[config.mk]
export PLATFORM = sky130hd
export DESIGN_NAME = edge_irq_ctrl
export DESIGN_NICKNAME = d
export VERILOG_FILES = /design/src/rtl/edge_irq_pkg.sv /design/src/rtl/irq_sync.sv /design/src/rtl/irq_edge_latch.sv /design/src/rtl/irq_regs.sv /design/src/rtl/edge_irq_ctrl.sv
export SDC_FILE = /design/constraint.sdc
export NUM_CORES = 1
export LEC_CHECK = 0
export BUFFER_PORTS_ARGS = -buffer_cell sky130_fd_sc_hd__buf_2
export CAP_MARGIN = 20
export CORE_AREA = 2 2 66 68
export CTS_CLUSTER_SIZE = 14
export DETAILED_ROUTE_END_ITERATION = 10
export DIE_AREA = 0 0 68 70
export GPL_TIMING_DRIVEN = 0
export PLACE_DENSITY = 0.82
export SLEW_MARGIN = 20
export SYNTH_ARGS = -nofsm -noshare
export SYNTH_HDL_FRONTEND = slang
export SYNTH_SLANG_ARGS = --single-unit
[constraint.sdc]
create_clock -name clk -period 2.5 [get_ports clk]
set_clock_uncertainty 0.1 [all_clocks]
set_input_delay 0.125 -clock clk [delete_from_list [all_inputs] [get_ports clk]]
set_output_delay 0.125 -clock clk [all_outputs]
set_load 0.05 [all_outputs]
[src/rtl/edge_irq_pkg.sv]
package edge_irq_pkg;
   localparam int ADDR_W   = 3;
   localparam int FLAG_BIT = 2;
   localparam int MEN_BIT  = 3;

   typedef enum logic [ADDR_W-1:0] {
      SEL_CAPTURE = 3'd0,
      SEL_CLEAR   = 3'd1,
      SEL_MASK    = 3'd2,
      SEL_PEND    = 3'd3,
      SEL_STATUS  = 3'd4,
      SEL_POL     = 3'd5
   } reg_sel_e;
endpackage

[src/rtl/irq_sync.sv]
module irq_sync #(
   parameter int W      = 8,
   parameter int STAGES = 2
) (
   input  logic         clk,
   input  logic         rst_n,
   input  logic [W-1:0] d,
   output logic [W-1:0] q
);
   if (STAGES < 2) begin : g_bad_stages
      $error("irq_sync needs at least two stages");
   end

   logic [W-1:0] chain [STAGES];

   always_ff @(posedge clk or negedge rst_n) begin
      if (!rst_n) begin
         for (int s = 0; s < STAGES; s++) chain[s] <= '0;
      end else begin
         chain[0] <= d;
         for (int s = 1; s < STAGES; s++) chain[s] <= chain[s-1];
      end
   end

   assign q = chain[STAGES-1];
endmodule

[src/rtl/irq_edge_latch.sv]
module irq_edge_latch #(
   parameter int W = 8
) (
   input  logic         clk,
   input  logic         rst_n,
   input  logic [W-1:0] samp,
   input  logic [W-1:0] pol_fall,
   input  logic [W-1:0] clr,
   output logic [W-1:0] edge_hit,
   output logic [W-1:0] cap_q
);
   logic [W-1:0] prev_q;

   for (genvar i = 0; i < W; i++) begin : g_line
      logic rise, fall;
      assign rise = samp[i] & ~prev_q[i];
      assign fall = ~samp[i] & prev_q[i];
      assign edge_hit[i] = pol_fall[i] ? fall : rise;
   end

   always_ff @(posedge clk or negedge rst_n) begin
      if (!rst_n) begin
         prev_q <= '0;
         cap_q  <= '0;
      end else begin
         prev_q <= samp;
         cap_q  <= (cap_q & ~clr) | edge_hit;
      end
   end
endmodule

[src/rtl/irq_regs.sv]
module irq_regs
   import edge_irq_pkg::*;
#(
   parameter int N      = 8,
   parameter int DATA_W = 8
) (
   input  logic              clk,
   input  logic              rst_n,
   input  logic              wr,
   input  logic [ADDR_W-1:0] addr,
   input  logic [DATA_W-1:0] wdata,
   input  logic [N-1:0]      cap_q,
   input  logic [N-1:0]      pend,
   input  logic              flag,
   output logic [N-1:0]      mask_q,
   output logic [N-1:0]      pol_q,
   output logic              men_q,
   output logic [N-1:0]      clr,
   output logic [DATA_W-1:0] rdata
);
   reg_sel_e sel;
   assign sel = reg_sel_e'(addr);

   assign clr = (wr && sel == SEL_CLEAR) ? wdata[N-1:0] : '0;

   always_ff @(posedge clk or negedge rst_n) begin
      if (!rst_n) begin
         mask_q <= '0;
         pol_q  <= '0;
         men_q  <= 1'b0;
      end else if (wr) begin
         case (sel)
            SEL_MASK:   mask_q <= wdata[N-1:0];
            SEL_POL:    pol_q  <= wdata[N-1:0];
            SEL_STATUS: men_q  <= wdata[MEN_BIT];
            default: ;
         endcase
      end
   end

   always_comb begin
      rdata = '0;
      case (sel)
         SEL_CAPTURE: rdata[N-1:0] = cap_q;
         SEL_MASK:    rdata[N-1:0] = mask_q;
         SEL_PEND:    rdata[N-1:0] = pend;
         SEL_POL:     rdata[N-1:0] = pol_q;
         SEL_STATUS: begin
            rdata[FLAG_BIT] = flag;
            rdata[MEN_BIT]  = men_q;
         end
         default: ;
      endcase
   end
endmodule

[src/rtl/edge_irq_ctrl.sv]
module edge_irq_ctrl
   import edge_irq_pkg::*;
#(
   parameter int N_LINES     = 8,
   parameter int DATA_W      = 8,
   parameter int SYNC_STAGES = 2
) (
   input  logic               clk,
   input  logic               rst_n,
   input  logic [N_LINES-1:0] line_in,
   input  logic               bus_wr,
   input  logic [ADDR_W-1:0]  bus_addr,
   input  logic [DATA_W-1:0]  bus_wdata,
   output logic [DATA_W-1:0]  bus_rdata,
   output logic               irq_out
);
   if (N_LINES < 1 || N_LINES > DATA_W) begin : g_bad_lines
      $error("N_LINES must lie between 1 and DATA_W");
   end
   if (DATA_W <= MEN_BIT) begin : g_bad_width
      $error("DATA_W too narrow for the status/control bits");
   end

   logic [N_LINES-1:0] samp, edge_hit, cap_q, clr, mask_q, pol_q, pend;
   logic               men_q, flag;

   irq_sync #(.W(N_LINES), .STAGES(SYNC_STAGES)) u_sync (
      .clk(clk), .rst_n(rst_n), .d(line_in), .q(samp)
   );

   irq_edge_latch #(.W(N_LINES)) u_cap (
      .clk(clk), .rst_n(rst_n), .samp(samp), .pol_fall(pol_q),
      .clr(clr), .edge_hit(edge_hit), .cap_q(cap_q)
   );

   assign pend = cap_q & mask_q;
   assign flag = |pend;

   irq_regs #(.N(N_LINES), .DATA_W(DATA_W)) u_regs (
      .clk(clk), .rst_n(rst_n), .wr(bus_wr), .addr(bus_addr),
      .wdata(bus_wdata), .cap_q(cap_q), .pend(pend), .flag(flag),
      .mask_q(mask_q), .pol_q(pol_q), .men_q(men_q), .clr(clr),
      .rdata(bus_rdata)
   );

   assign irq_out = flag & men_q;
endmodule

==> impl_summary.md <==
Clock tree
The post-cts repair resize count is 0. After clock tree synthesis, the setup repair step added 0 buffers. After clock tree synthesis, the clock-pin slew on the worst setup and hold paths is roughly 80 ps. The worst-skew pair later-pin latency is 300 ps.

The clock root buffer is sky130_fd_sc_hd__clkbuf_8. The clock passes through at most 2 buffers. The TritonCTS clock tree is yes. The number of clock buffers added by TritonCTS is 5. In this run the number of H-tree levels came out at 2. Hold repair after CTS inserted 16 buffers. The tree built by TritonCTS fans out to 49 sinks.

Setup path
The critical path in this run is classified as reg -> out. The data arrival at the endpoint of the critical path is roughly 1600 ps. The setup slack of the most critical reg-to-reg path is between 1000 and 1500 ps. The endpoint kind of the worst setup timing path is an output pin. STA classifies the critical path startpoint as a flop. The endpoint required time on the critical path is approximately 2300 ps. The depth of the worst register-to-register path is 2.

The top fanout value on the critical path is 4.

Logic synthesis
The simple-gate share of the synthesized area is 0.136. The number of warning messages in the yosys log is 0. The number of nets in the synthesized netlist is 185.

The total of flip-flops plus latches after synthesis is 49. The proportion of synthesized area in mux cells is 0.131. The main combinational cell family by area after synthesis is simple AND/OR/NAND/NOR gates. The cell area that synthesis handed to floorplanning was a little over 2000 um2. Of the synthesized area, sequential elements account for 0.593. The xor and xnor area share after synthesis is 0. The post-synthesis share of cell area spent on full adders, half adders and majority gates is 0.

Counting distinct cell types in the post-synthesis netlist gives 26. The count of mapped cells out of synthesis is between 150 and 200. The fraction of the mapped netlist area in compound gates is 0.118. A synthesized cell averages between 10 and 15 um2.

Placed design
After legalization and detailed placement, the total HPWL measured about 2700 um. The quantity of I/O buffers inserted on ports is 30. Prior to clock tree synthesis, the placed netlist has a worst setup slack of around 700 ps. The congestion estimate from routability-driven global placement came to just under 0.8.

Route
For this block, the via count after detailed routing is roughly 1500. Using the TritonRoute via totals, the vias-per-cell ratio works out to between 5 and 6. The total DRC errors in the routed layout is 0. The post-route antenna net violation count is 0. Before antenna repair, the detailed router went through 4 iterations. The sum of routed wire length over all layers is between 3000 and 4000 um.

The number of design-rule violations left by the first detailed-router iteration is 113. Dividing the detail-routed wire length by the instance count gives about 15 um.

GRT
Across every metal layer, demand over resource in global routing totals 0.197. The pin count of the biggest net entering global routing is 50. The wire length of the first global-routing pass is 6980 um. The via count of the first global-routing pass is between 1500 and 2000.

The total overflow reported by the global router is 0. The number of antenna violations at the first check in global routing was 0.

Cells and area
Fill cells in the final layout number between 300 and 400. Leaving out fill and tap cells, the most frequent cell in the layout is sky130_fd_sc_hd__dfrtp_1. The combined area of the multi-input logic cells is 796 um2. In the final layout, the share of cells above drive strength 1 is 0.281. The layout overhead on the synthesized area is 22.3%. The net count reported at finish is between 200 and 250.

Registers take around 1200 um2. In the layout the commonest cells are sky130_fd_sc_hd__dfrtp_1 (49), sky130_fd_sc_hd__buf_2 (30), sky130_fd_sc_hd__nand2_1 (23), sky130_fd_sc_hd__dlygate4sd3_1 (16), sky130_fd_sc_hd__nor2_1 (15). 0 antenna diodes ended up in the layout.

Power and ir drop
The clock network fraction of design power is 0.243. The worst supply voltage drop on vdd is 0.410 mV. The switching share of total power is 0.294.

Power spread over the standard cell area amounts to about 700 nW/um2. The sequential fraction of design power is 0.545. In this run the static leakage power is 1.14 nW.

The reported net switching power is 0.000524 W. The part of the total power dissipated in combinational logic is 0.212. The internal portion of total power is around 0.0013 W.

Floorplan
The die covers around 4800 um2. The starting density of the core is 0.499. During I/O placement, the number of pins put on the boundary was 31. The width of the die is 68 um. The die is 70 um tall. The row count is 24. The area of the core is 4140 um2.

STA
Setup total negative slack on the finished layout was measured at 0 ps. The number of max-slew violations in the final report is 0. Of the available clock period, the critical path in the final layout requires 0.732. Based on the critical path, the design can be clocked at up to roughly 550 MHz. For the pin with the worst max-slew slack, the measured transition is approximately 600 ps. The total setup violations reported at the end of the flow is 0. The final critical delay including setup and external delays is around 1800 ps. Setup repair after global routing left no endpoint under its margin.

The worst setup margin is 671 ps. The number of endpoints with negative hold slack in the final report is 0. The tightest slew margin relative to the limit is 0.601.

Hold path
The number of cells on the worst hold path is 2. The path category of the worst min-delay check is in -> reg.

Job
The number of violations of the max-capacitance limit is 0.

Outcome
The flow ran to the end, and the final reports show no timing, DRC or antenna violations.
[worst max-delay path, cell delays in order, from the launching register on]
cell	delay (ps)
sky130_fd_sc_hd__dfrtp_1	420
sky130_fd_sc_hd__a22oi_1	220
sky130_fd_sc_hd__nand2_1	90
sky130_fd_sc_hd__o21ai_0	210
sky130_fd_sc_hd__o211ai_1	130
sky130_fd_sc_hd__buf_2	230
[state kept, by name, summed over array words and instances, names as in the netlist]
signal and flops:
u_sync.q 8, u_cap.prev_q 8, u_sync.chain 8, u_regs.men_q 1
u_cap.cap_q 8, u_regs.mask_q 8, u_regs.pol_q 8
[per-stage QoR]
step | area [um2] | hold WS (ps) | std cells | util | power, W
5_1_grt | 2530 | 13.2 | 269 | 0.610 | 0.00188
3_3_place_gp | 2280 | 132 | 245 | 0.551 | 0.00133
3_5_place_dp | 2280 | 134 | 245 | 0.551 | 0.00135
6_report | 2530 | 17.8 | 269 | 0.610 | 0.00178
2_1_floorplan | 2070 | -271 | 163 | - | 0.00124
4_1_cts | 2530 | 7.07 | 269 | 0.610 | 0.00181
[cells in the mapped netlist]
cell                       count  area, um2
sky130_fd_sc_hd__clkbuf_1      1       3.75
sky130_fd_sc_hd__nand4b_4      1       23.8
sky130_fd_sc_hd__nor4bb_1      1       10.0
sky130_fd_sc_hd__nand2_1      23       86.3
sky130_fd_sc_hd__a21o_1        3       22.5
sky130_fd_sc_hd__nand2b_1      1       6.26
sky130_fd_sc_hd__a22oi_1       7       52.6
sky130_fd_sc_hd__and3b_1       1       8.76
sky130_fd_sc_hd__mux2i_1       5       50.1
sky130_fd_sc_hd__nor2b_4       1       13.8
sky130_fd_sc_hd__o211ai_1      1       7.51
sky130_fd_sc_hd__o21ai_0       8       40.0
sky130_fd_sc_hd__nor2_1       15       56.3
sky130_fd_sc_hd__a31oi_1       4       25.0
sky130_fd_sc_hd__buf_4         2       15.0
sky130_fd_sc_hd__nor3b_1       5       37.5
sky130_fd_sc_hd__a32oi_1       1       8.76
sky130_fd_sc_hd__nor2b_1       4       25.0
sky130_fd_sc_hd__buf_6         2       22.5
sky130_fd_sc_hd__o21a_1        1       7.51
sky130_fd_sc_hd__mux2_2        9        101
sky130_fd_sc_hd__mux2_4        8        120
sky130_fd_sc_hd__buf_2         1       5.00
sky130_fd_sc_hd__dfrtp_1      49       1230
sky130_fd_sc_hd__and4bb_1      1       12.5
sky130_fd_sc_hd__a221o_1       8       80.1
[power groups by stage]
stage	clock network (W)	registers (W)	logic, W
after floorplan	0	0.000961	0.000276
after global placement	0	0.000981	0.000351
after detailed placement	0	0.000987	0.000362
after CTS	0.000453	0.000971	0.000382
after global routing	0.000479	0.000987	0.000414
final	0.000433	0.000973	0.000379
[cell families after synthesis]
| kind of cell | Yosys count |
|---|---|
| DFF | 49 |
| buffers and inverters | 6 |
| and+or+nand+nor | 53 |
| muxes | 22 |
| AOI/OAI and AO/OA | 33 |
[final cells by class]
cell class,count,share of cell area
Sequential cell,49,0.485
Clock inverter,2,0.00396
Multi-Input combinational cell,108,0.315
Timing Repair Buffer,46,0.124
Tap cell,52,0.0257
Buffer,6,0.0183
Clock buffer,6,0.0287
[metal layers]
layer	up-vias	wire (um)	global-route usage
met1	758	1720	0.262
met4	0	79	0.0800
met3	6	123	0.0386
li1	695	-	-
met5	-	0	0
met2	27	2080	0.314
[final timing paths]
path / start / to
setup reg to reg: u_regs.pol_q[3] / u_cap.cap_q[3]
min in group asynchronous: rst_n / u_sync.chain[12]
hold / removal: bus_wdata[3] / u_regs.men_q
max in group asynchronous: rst_n / u_sync.q[0]
hold reg to reg: u_sync.chain[14] / u_sync.q[6]
setup / recovery: u_regs.mask_q[4] / bus_rdata[2]
(Power assumes the default switching activity.)
